`config.mk`:
```
export PLATFORM = sky130hd
export DESIGN_NAME = mdc_dma_channel
export DESIGN_NICKNAME = d
export VERILOG_FILES = /design/src/rtl/mdc_pkg.sv /design/src/rtl/mdc_seq.sv /design/src/rtl/mdc_desc.sv /design/src/rtl/mdc_port_mux.sv /design/src/rtl/mdc_dma_channel.sv
export SDC_FILE = /design/constraint.sdc
export NUM_CORES = 1
export LEC_CHECK = 0
export BUFFER_PORTS_ARGS = -buffer_cell sky130_fd_sc_hd__buf_2
export CELL_PAD_IN_SITES_DETAIL_PLACEMENT = 1
export CELL_PAD_IN_SITES_GLOBAL_PLACEMENT = 1
export CORE_UTILIZATION = 35
export CTS_CLUSTER_DIAMETER = 30
export DETAILED_ROUTE_END_ITERATION = 10
export PLACE_DENSITY_LB_ADDON = 0.15
export SLEW_MARGIN = 20
export SYNTH_ARGS = -nofsm -noshare
export SYNTH_HDL_FRONTEND = slang
export SYNTH_SLANG_ARGS = --single-unit
export TNS_END_PERCENT = 5
```
`constraint.sdc`:
```
create_clock -name clk -period 2.5 [get_ports clk]
set_input_delay 0.5 -clock clk [delete_from_list [all_inputs] [get_ports clk]]
set_output_delay 0.5 -clock clk [all_outputs]
set_load 0.01 [all_outputs]
```
`src/rtl/mdc_pkg.sv`:
```
package mdc_pkg;

  localparam int MDC_MAXW = 32;

  typedef enum logic [2:0] {
    ST_IDLE,
    ST_RD_CUR,
    ST_RD_END,
    ST_XFER,
    ST_WB
  } mdc_state_e;

  // Pointer advance; the caller keeps only its own address width.
  function automatic logic [MDC_MAXW-1:0] ptr_step(input logic [MDC_MAXW-1:0] p);
    return p + 1;
  endfunction

  // The word at the pointer is the last one of the buffer.
  function automatic logic last_word(input logic [MDC_MAXW-1:0] cur,
                                     input logic [MDC_MAXW-1:0] endp);
    return cur == endp;
  endfunction

endpackage

```
`src/rtl/mdc_seq.sv`:
```
module mdc_seq
  import mdc_pkg::*;
(
  input  logic       clk,
  input  logic       rst_n,
  input  logic       start,
  input  logic       fire,
  output mdc_state_e state,
  output logic       word_done
);

  mdc_state_e state_q;

  always_ff @(posedge clk) begin
    if (!rst_n) begin
      state_q <= ST_IDLE;
    end else begin
      case (state_q)
        ST_IDLE:   if (start) state_q <= ST_RD_CUR;
        ST_RD_CUR: if (fire)  state_q <= ST_RD_END;
        ST_RD_END: if (fire)  state_q <= ST_XFER;
        ST_XFER:   if (fire)  state_q <= ST_WB;
        ST_WB:     if (fire)  state_q <= ST_IDLE;
        default:              state_q <= ST_IDLE;
      endcase
    end
  end

  assign state     = state_q;
  assign word_done = (state_q == ST_WB) && fire;

endmodule

```
`src/rtl/mdc_desc.sv`:
```
module mdc_desc
  import mdc_pkg::*;
#(
  parameter int AW = 16,
  parameter int DW = 16
) (
  input  logic          clk,
  input  logic          rst_n,
  input  mdc_state_e    state,
  input  logic          fire,
  input  logic [DW-1:0] mem_rdata,
  output logic [AW-1:0] cur,
  output logic [AW-1:0] nxt,
  output logic          at_end
);

  logic [AW-1:0]       cur_q;
  logic [AW-1:0]       end_q;
  logic [MDC_MAXW-1:0] step_w;

  always_ff @(posedge clk) begin
    if (!rst_n) begin
      cur_q <= '0;
      end_q <= '0;
    end else if (fire) begin
      if (state == ST_RD_CUR) cur_q <= mem_rdata[AW-1:0];
      if (state == ST_RD_END) end_q <= mem_rdata[AW-1:0];
    end
  end

  assign step_w = ptr_step(MDC_MAXW'(cur_q));
  assign cur    = cur_q;
  assign nxt    = step_w[AW-1:0];
  assign at_end = last_word(MDC_MAXW'(cur_q), MDC_MAXW'(end_q));

endmodule

```
`src/rtl/mdc_port_mux.sv`:
```
module mdc_port_mux
  import mdc_pkg::*;
#(
  parameter int AW = 16,
  parameter int DW = 16
) (
  input  mdc_state_e    state,
  input  logic [AW-1:0] desc_base,
  input  logic [AW-1:0] cur,
  input  logic [AW-1:0] nxt,
  input  logic          dir_q,
  input  logic [DW-1:0] wdata_q,
  output logic          mem_req,
  output logic          mem_we,
  output logic [AW-1:0] mem_addr,
  output logic [DW-1:0] mem_wdata
);

  logic [AW-1:0] end_addr;
  assign end_addr = desc_base + 1'b1;

  always_comb begin
    mem_req   = 1'b0;
    mem_we    = 1'b0;
    mem_addr  = '0;
    mem_wdata = '0;
    case (state)
      ST_RD_CUR: begin
        mem_req  = 1'b1;
        mem_addr = desc_base;
      end
      ST_RD_END: begin
        mem_req  = 1'b1;
        mem_addr = end_addr;
      end
      ST_XFER: begin
        mem_req   = 1'b1;
        mem_we    = ~dir_q;
        mem_addr  = cur;
        mem_wdata = wdata_q;
      end
      ST_WB: begin
        mem_req   = 1'b1;
        mem_we    = 1'b1;
        mem_addr  = desc_base;
        mem_wdata = DW'(nxt);
      end
      default: ;
    endcase
  end

endmodule

```
`src/rtl/mdc_dma_channel.sv`:
```
module mdc_dma_channel
  import mdc_pkg::*;
#(
  parameter int AW = 16,
  parameter int DW = 16
) (
  input  logic          clk,
  input  logic          rst_n,
  input  logic [AW-1:0] desc_base,
  input  logic          dir_out,
  input  logic          arm,
  input  logic          dev_req,
  input  logic [DW-1:0] dev_wdata,
  output logic          dev_ack,
  output logic [DW-1:0] dev_rdata,
  output logic          eor,
  output logic          mem_req,
  output logic          mem_we,
  output logic [AW-1:0] mem_addr,
  output logic [DW-1:0] mem_wdata,
  input  logic          mem_gnt,
  input  logic [DW-1:0] mem_rdata
);

  mdc_state_e    state;
  logic          grant_fire;
  logic          word_done;
  logic          start;
  logic          last_hit;
  logic [AW-1:0] cur;
  logic [AW-1:0] nxt;
  logic          dir_q;
  logic [DW-1:0] wdata_q;
  logic [DW-1:0] rdata_q;
  logic          ack_q;
  logic          eor_q;
  logic          halt_q;

  assign grant_fire = mem_req & mem_gnt;
  assign start      = (state == ST_IDLE) & dev_req & ~halt_q & ~ack_q;

  mdc_seq u_seq (
    .clk       (clk),
    .rst_n     (rst_n),
    .start     (start),
    .fire      (grant_fire),
    .state     (state),
    .word_done (word_done)
  );

  mdc_desc #(.AW(AW), .DW(DW)) u_desc (
    .clk       (clk),
    .rst_n     (rst_n),
    .state     (state),
    .fire      (grant_fire),
    .mem_rdata (mem_rdata),
    .cur       (cur),
    .nxt       (nxt),
    .at_end    (last_hit)
  );

  mdc_port_mux #(.AW(AW), .DW(DW)) u_mux (
    .state     (state),
    .desc_base (desc_base),
    .cur       (cur),
    .nxt       (nxt),
    .dir_q     (dir_q),
    .wdata_q   (wdata_q),
    .mem_req   (mem_req),
    .mem_we    (mem_we),
    .mem_addr  (mem_addr),
    .mem_wdata (mem_wdata)
  );

  always_ff @(posedge clk) begin
    if (!rst_n) begin
      dir_q   <= 1'b0;
      wdata_q <= '0;
      rdata_q <= '0;
      ack_q   <= 1'b0;
      eor_q   <= 1'b0;
      halt_q  <= 1'b0;
    end else begin
      if (start) begin
        dir_q   <= dir_out;
        wdata_q <= dev_wdata;
      end
      if (grant_fire && state == ST_XFER && dir_q) rdata_q <= mem_rdata;
      ack_q  <= word_done;
      eor_q  <= word_done & last_hit;
      halt_q <= (halt_q & ~arm) | (word_done & last_hit);
    end
  end

  assign dev_ack   = ack_q;
  assign eor       = eor_q;
  assign dev_rdata = rdata_q;

endmodule

```
==> metrics <==
outcome finished, final reports clean; gr ovfl total 0; most frequent cells in the layout nand2_1 (131), buf_2 (105), dfxtp_1 (68); Post-Syn Area 4020 sq um; crit path max fanout 6; layout cells sized above 1 between 20% and 30%; reg-to-reg endpoint dev_rdata[1]$_SDFFE_PN0P_; Root Driver clkbuf_16; WL/cell ~17 um; count of flip-flops with a built-in enable after synthesis 0; Post-DP HPWL ~9.5 mm; RR Startpoint u_seq.state[0]$_SDFFE_PN0P_; NetSw 819 uW; Primary FF master, synth dfxtp_1; first-pass GRT wire length around 21 mm; worst min path class input pin to register; Slew HR about three fifths; die height roughly 110 um; mux share of post-synthesis cell area under 10%; syn_area_per_cell 7.85 sq um; post-CTS setup buffers 0; Fin Setup TNS 0 ns; PortBufs 105; # clock sinks 71; FP Rows 38; Final ANT Viol Nets 0; Worst EP arrival 1.93 ns; clock buffer depth 2; Critical Setup Path Class register to output pin; RePlAce Congestion 0.817; Clock Latency Late Sink between 0.3 and 0.4 ns; cell-internal power 2050 uW; GRT Total Usage 23.0%; Final Hold Violating Endpoints 0; vias per inst 5.19; Setup violations, final 0; Worst R2R Setup Slack ~0.45 ns; Die X between 100 and 150 um; Simple-Gate Fraction of Synth Area between 20% and 30%; asr flop ratio synth 0%; DR DRC count 0; Hold Path Depth 3; fin. max-slew vios 0; Post-Synth Adder-Cell Area 0.623%; WHS Endpoint wdata_q[9]$_SDFFE_PN0P_; Starting Density between 30% and 40%; Clk pwr share around two fifths; overall routed net length 12.8 mm; post-synthesis compound-gate area fraction a little under a fifth; Post-Synth XOR/XNOR Area approximately 8.3%; pin count of the biggest net entering global routing 37; vias in the first global route 4057; fin nets between 600 and 700; Worst Setup Start Kind register; logic gate share of total power ~17%; Ports 106; Max rail drop VDD 304 uV; antenna violations before repair 0; number of H-tree levels 3; CTS tree built; Leak approximately 0.0020 uW; leading cell type in the layout, fill and taps excluded nand2_1; Setup Slack @ Placement -0.00608 ns; Synth cell types between 50 and 60; reg2reg path depth 6; Seq/Total Area, Yosys a little over a third; critical path capture point type output pin; Synth Instances just over 500; Yosys Warn Count 0; critical path required time around 2.0 ns; final core utilization ~46%; placed cell areas 4750 sq um; Net Sw Frac 28.6%; RSZ-0062 raised after global routing true; CTS clock-pin slew for the worst setup and hold paths around 0.060 ns; fin area roughly 5100 sq um; total number of vias 3932; Hold Crit Start dev_wdata[9]; f_max between 400 and 500 MHz; Least-Margin Pin Slew 0.610 ns; final worst path period share a little over nine tenths; register share of total power 42.6%; clk_skew roughly 0.0086 ns; Seq cells post-synth 71; die area 11900 sq um; PD cells 567 nW/um^2; ANT cells 0; max-cap violation count 0; starting DRC count in detailed routing between 100 and 150; worst hold margin between 0.4 and 0.5 ns; Core Region approximately 11000 sq um; largest family of logic cells by synthesized area simple AND/OR/NAND/NOR gates; Initial DRT Pass Iterations 4; minimum clock period between 2 and 2.5 ns; fin worst setup slack approximately 0.075 ns; Num CTS Buffers 9; area grow syn2layout 25.8%; Syn Nets 568
## power by group through the flow
| stage | registers [uW] | clock network [uW] | logic (uW) |
|---|---|---|---|
| after floorplan | 1220 | 0 | 306 |
| after global placement | 1240 | 0 | 482 |
| after detailed placement | 1240 | 0 | 492 |
| after CTS | 1220 | 1170 | 496 |
| after global routing | 1230 | 1220 | 552 |
| final | 1220 | 1150 | 497 |
## kinds of logic after synthesis
| kind of cell | Yosys count |
|---|---|
| simple gates | 224 |
| fa+ha+maj | 2 |
| buf+inv | 50 |
| xor+xnor | 38 |
| mux | 21 |
| flops | 71 |
| compound gates | 106 |
## flip-flops by register name, summed over array words and instances, names as in the netlist, 3 cells and up
register,count
wdata_q,16
u_desc.cur,16
u_seq.state,3
u_desc.end_q,16
dev_rdata,16
## timing repair
| item | CTS | global route |
|---|---|---|
| setup endpoints to repair | 3 | 19 |
| resized for setup | 2 | 11 |
| hold buffers | 0 | 0 |
| pin swaps | 1 | 1 |
## worst max-delay path by stage
stage / end / startpoint / cells past startpoint
after CTS: mem_addr[14] / desc_base[0] / 7
after global placement: mem_addr[14] / desc_base[0] / 7
after global routing: mem_wdata[15] / u_desc.cur[1]$_SDFFE_PN0P_ / 5
after floorplan: mem_addr[14] / desc_base[0] / 5
after detailed placement: mem_addr[14] / desc_base[0] / 7
final: mem_wdata[15] / u_desc.cur[1]$_SDFFE_PN0P_ / 5
## final cells by class
class | instances | area [sq um]
Fill cell | 1372 | 5980
Tap cell | 140 | 175
Timing Repair Buffer | 133 | 748
Inverter | 9 | 33.8
Multi-Input combinational cell | 391 | 2410
Clock inverter | 5 | 37.5
Clock buffer | 9 | 225
Sequential cell | 71 | 1430
## critical path, stage by stage, from the launching register on
cell and delay, ns:
dfxtp_2 0.44, nand4_1 0.25, nor4_1 0.38, xnor2_1 0.13, o21ai_0 0.22, buf_2 0.18
## Yosys cell counts (all sizes together) (3+ instances only)
| library cell | n | area (sq um) |
|---|---|---|
| a21boi | 49 | 368 |
| a21oi | 5 | 25.0 |
| a22o | 3 | 26.3 |
| a22oi | 5 | 37.5 |
| and2 | 4 | 25.0 |
| and3 | 5 | 31.3 |
| buf | 16 | 95.1 |
| clkbuf | 25 | 95.1 |
| dfxtp | 71 | 1420 |
| inv | 9 | 33.8 |
| mux2i | 21 | 210 |
| nand2 | 131 | 492 |
| nand3 | 12 | 65.1 |
| nand4 | 11 | 68.8 |
| nor2 | 15 | 56.3 |
| nor2b | 16 | 100 |
| nor3 | 7 | 40.0 |
| nor3b | 3 | 32.5 |
| nor4 | 8 | 65.1 |
| o21ai | 27 | 135 |
| o22ai | 3 | 18.8 |
| o31a | 3 | 26.3 |
| or3b | 3 | 28.8 |
| xnor2 | 31 | 272 |
| xor2 | 7 | 61.3 |
## metal layers
metal	wire, um	global-route usage, %	vias to the layer above
met5	0	0	-
li1	-	-	1945
met1	5720	29.9	1872
met3	630	3.05	15
met2	6230	38.9	100
met4	235	7.63	0
## metrics by stage
step                total power [uW]  std cells
finish                          2870        758
floorplan                       1530        512
detailed placement              1740        744
CTS                             2890        758
global placement                1720        744
global route                    3000        758
Power figures use the tool's default switching activity.
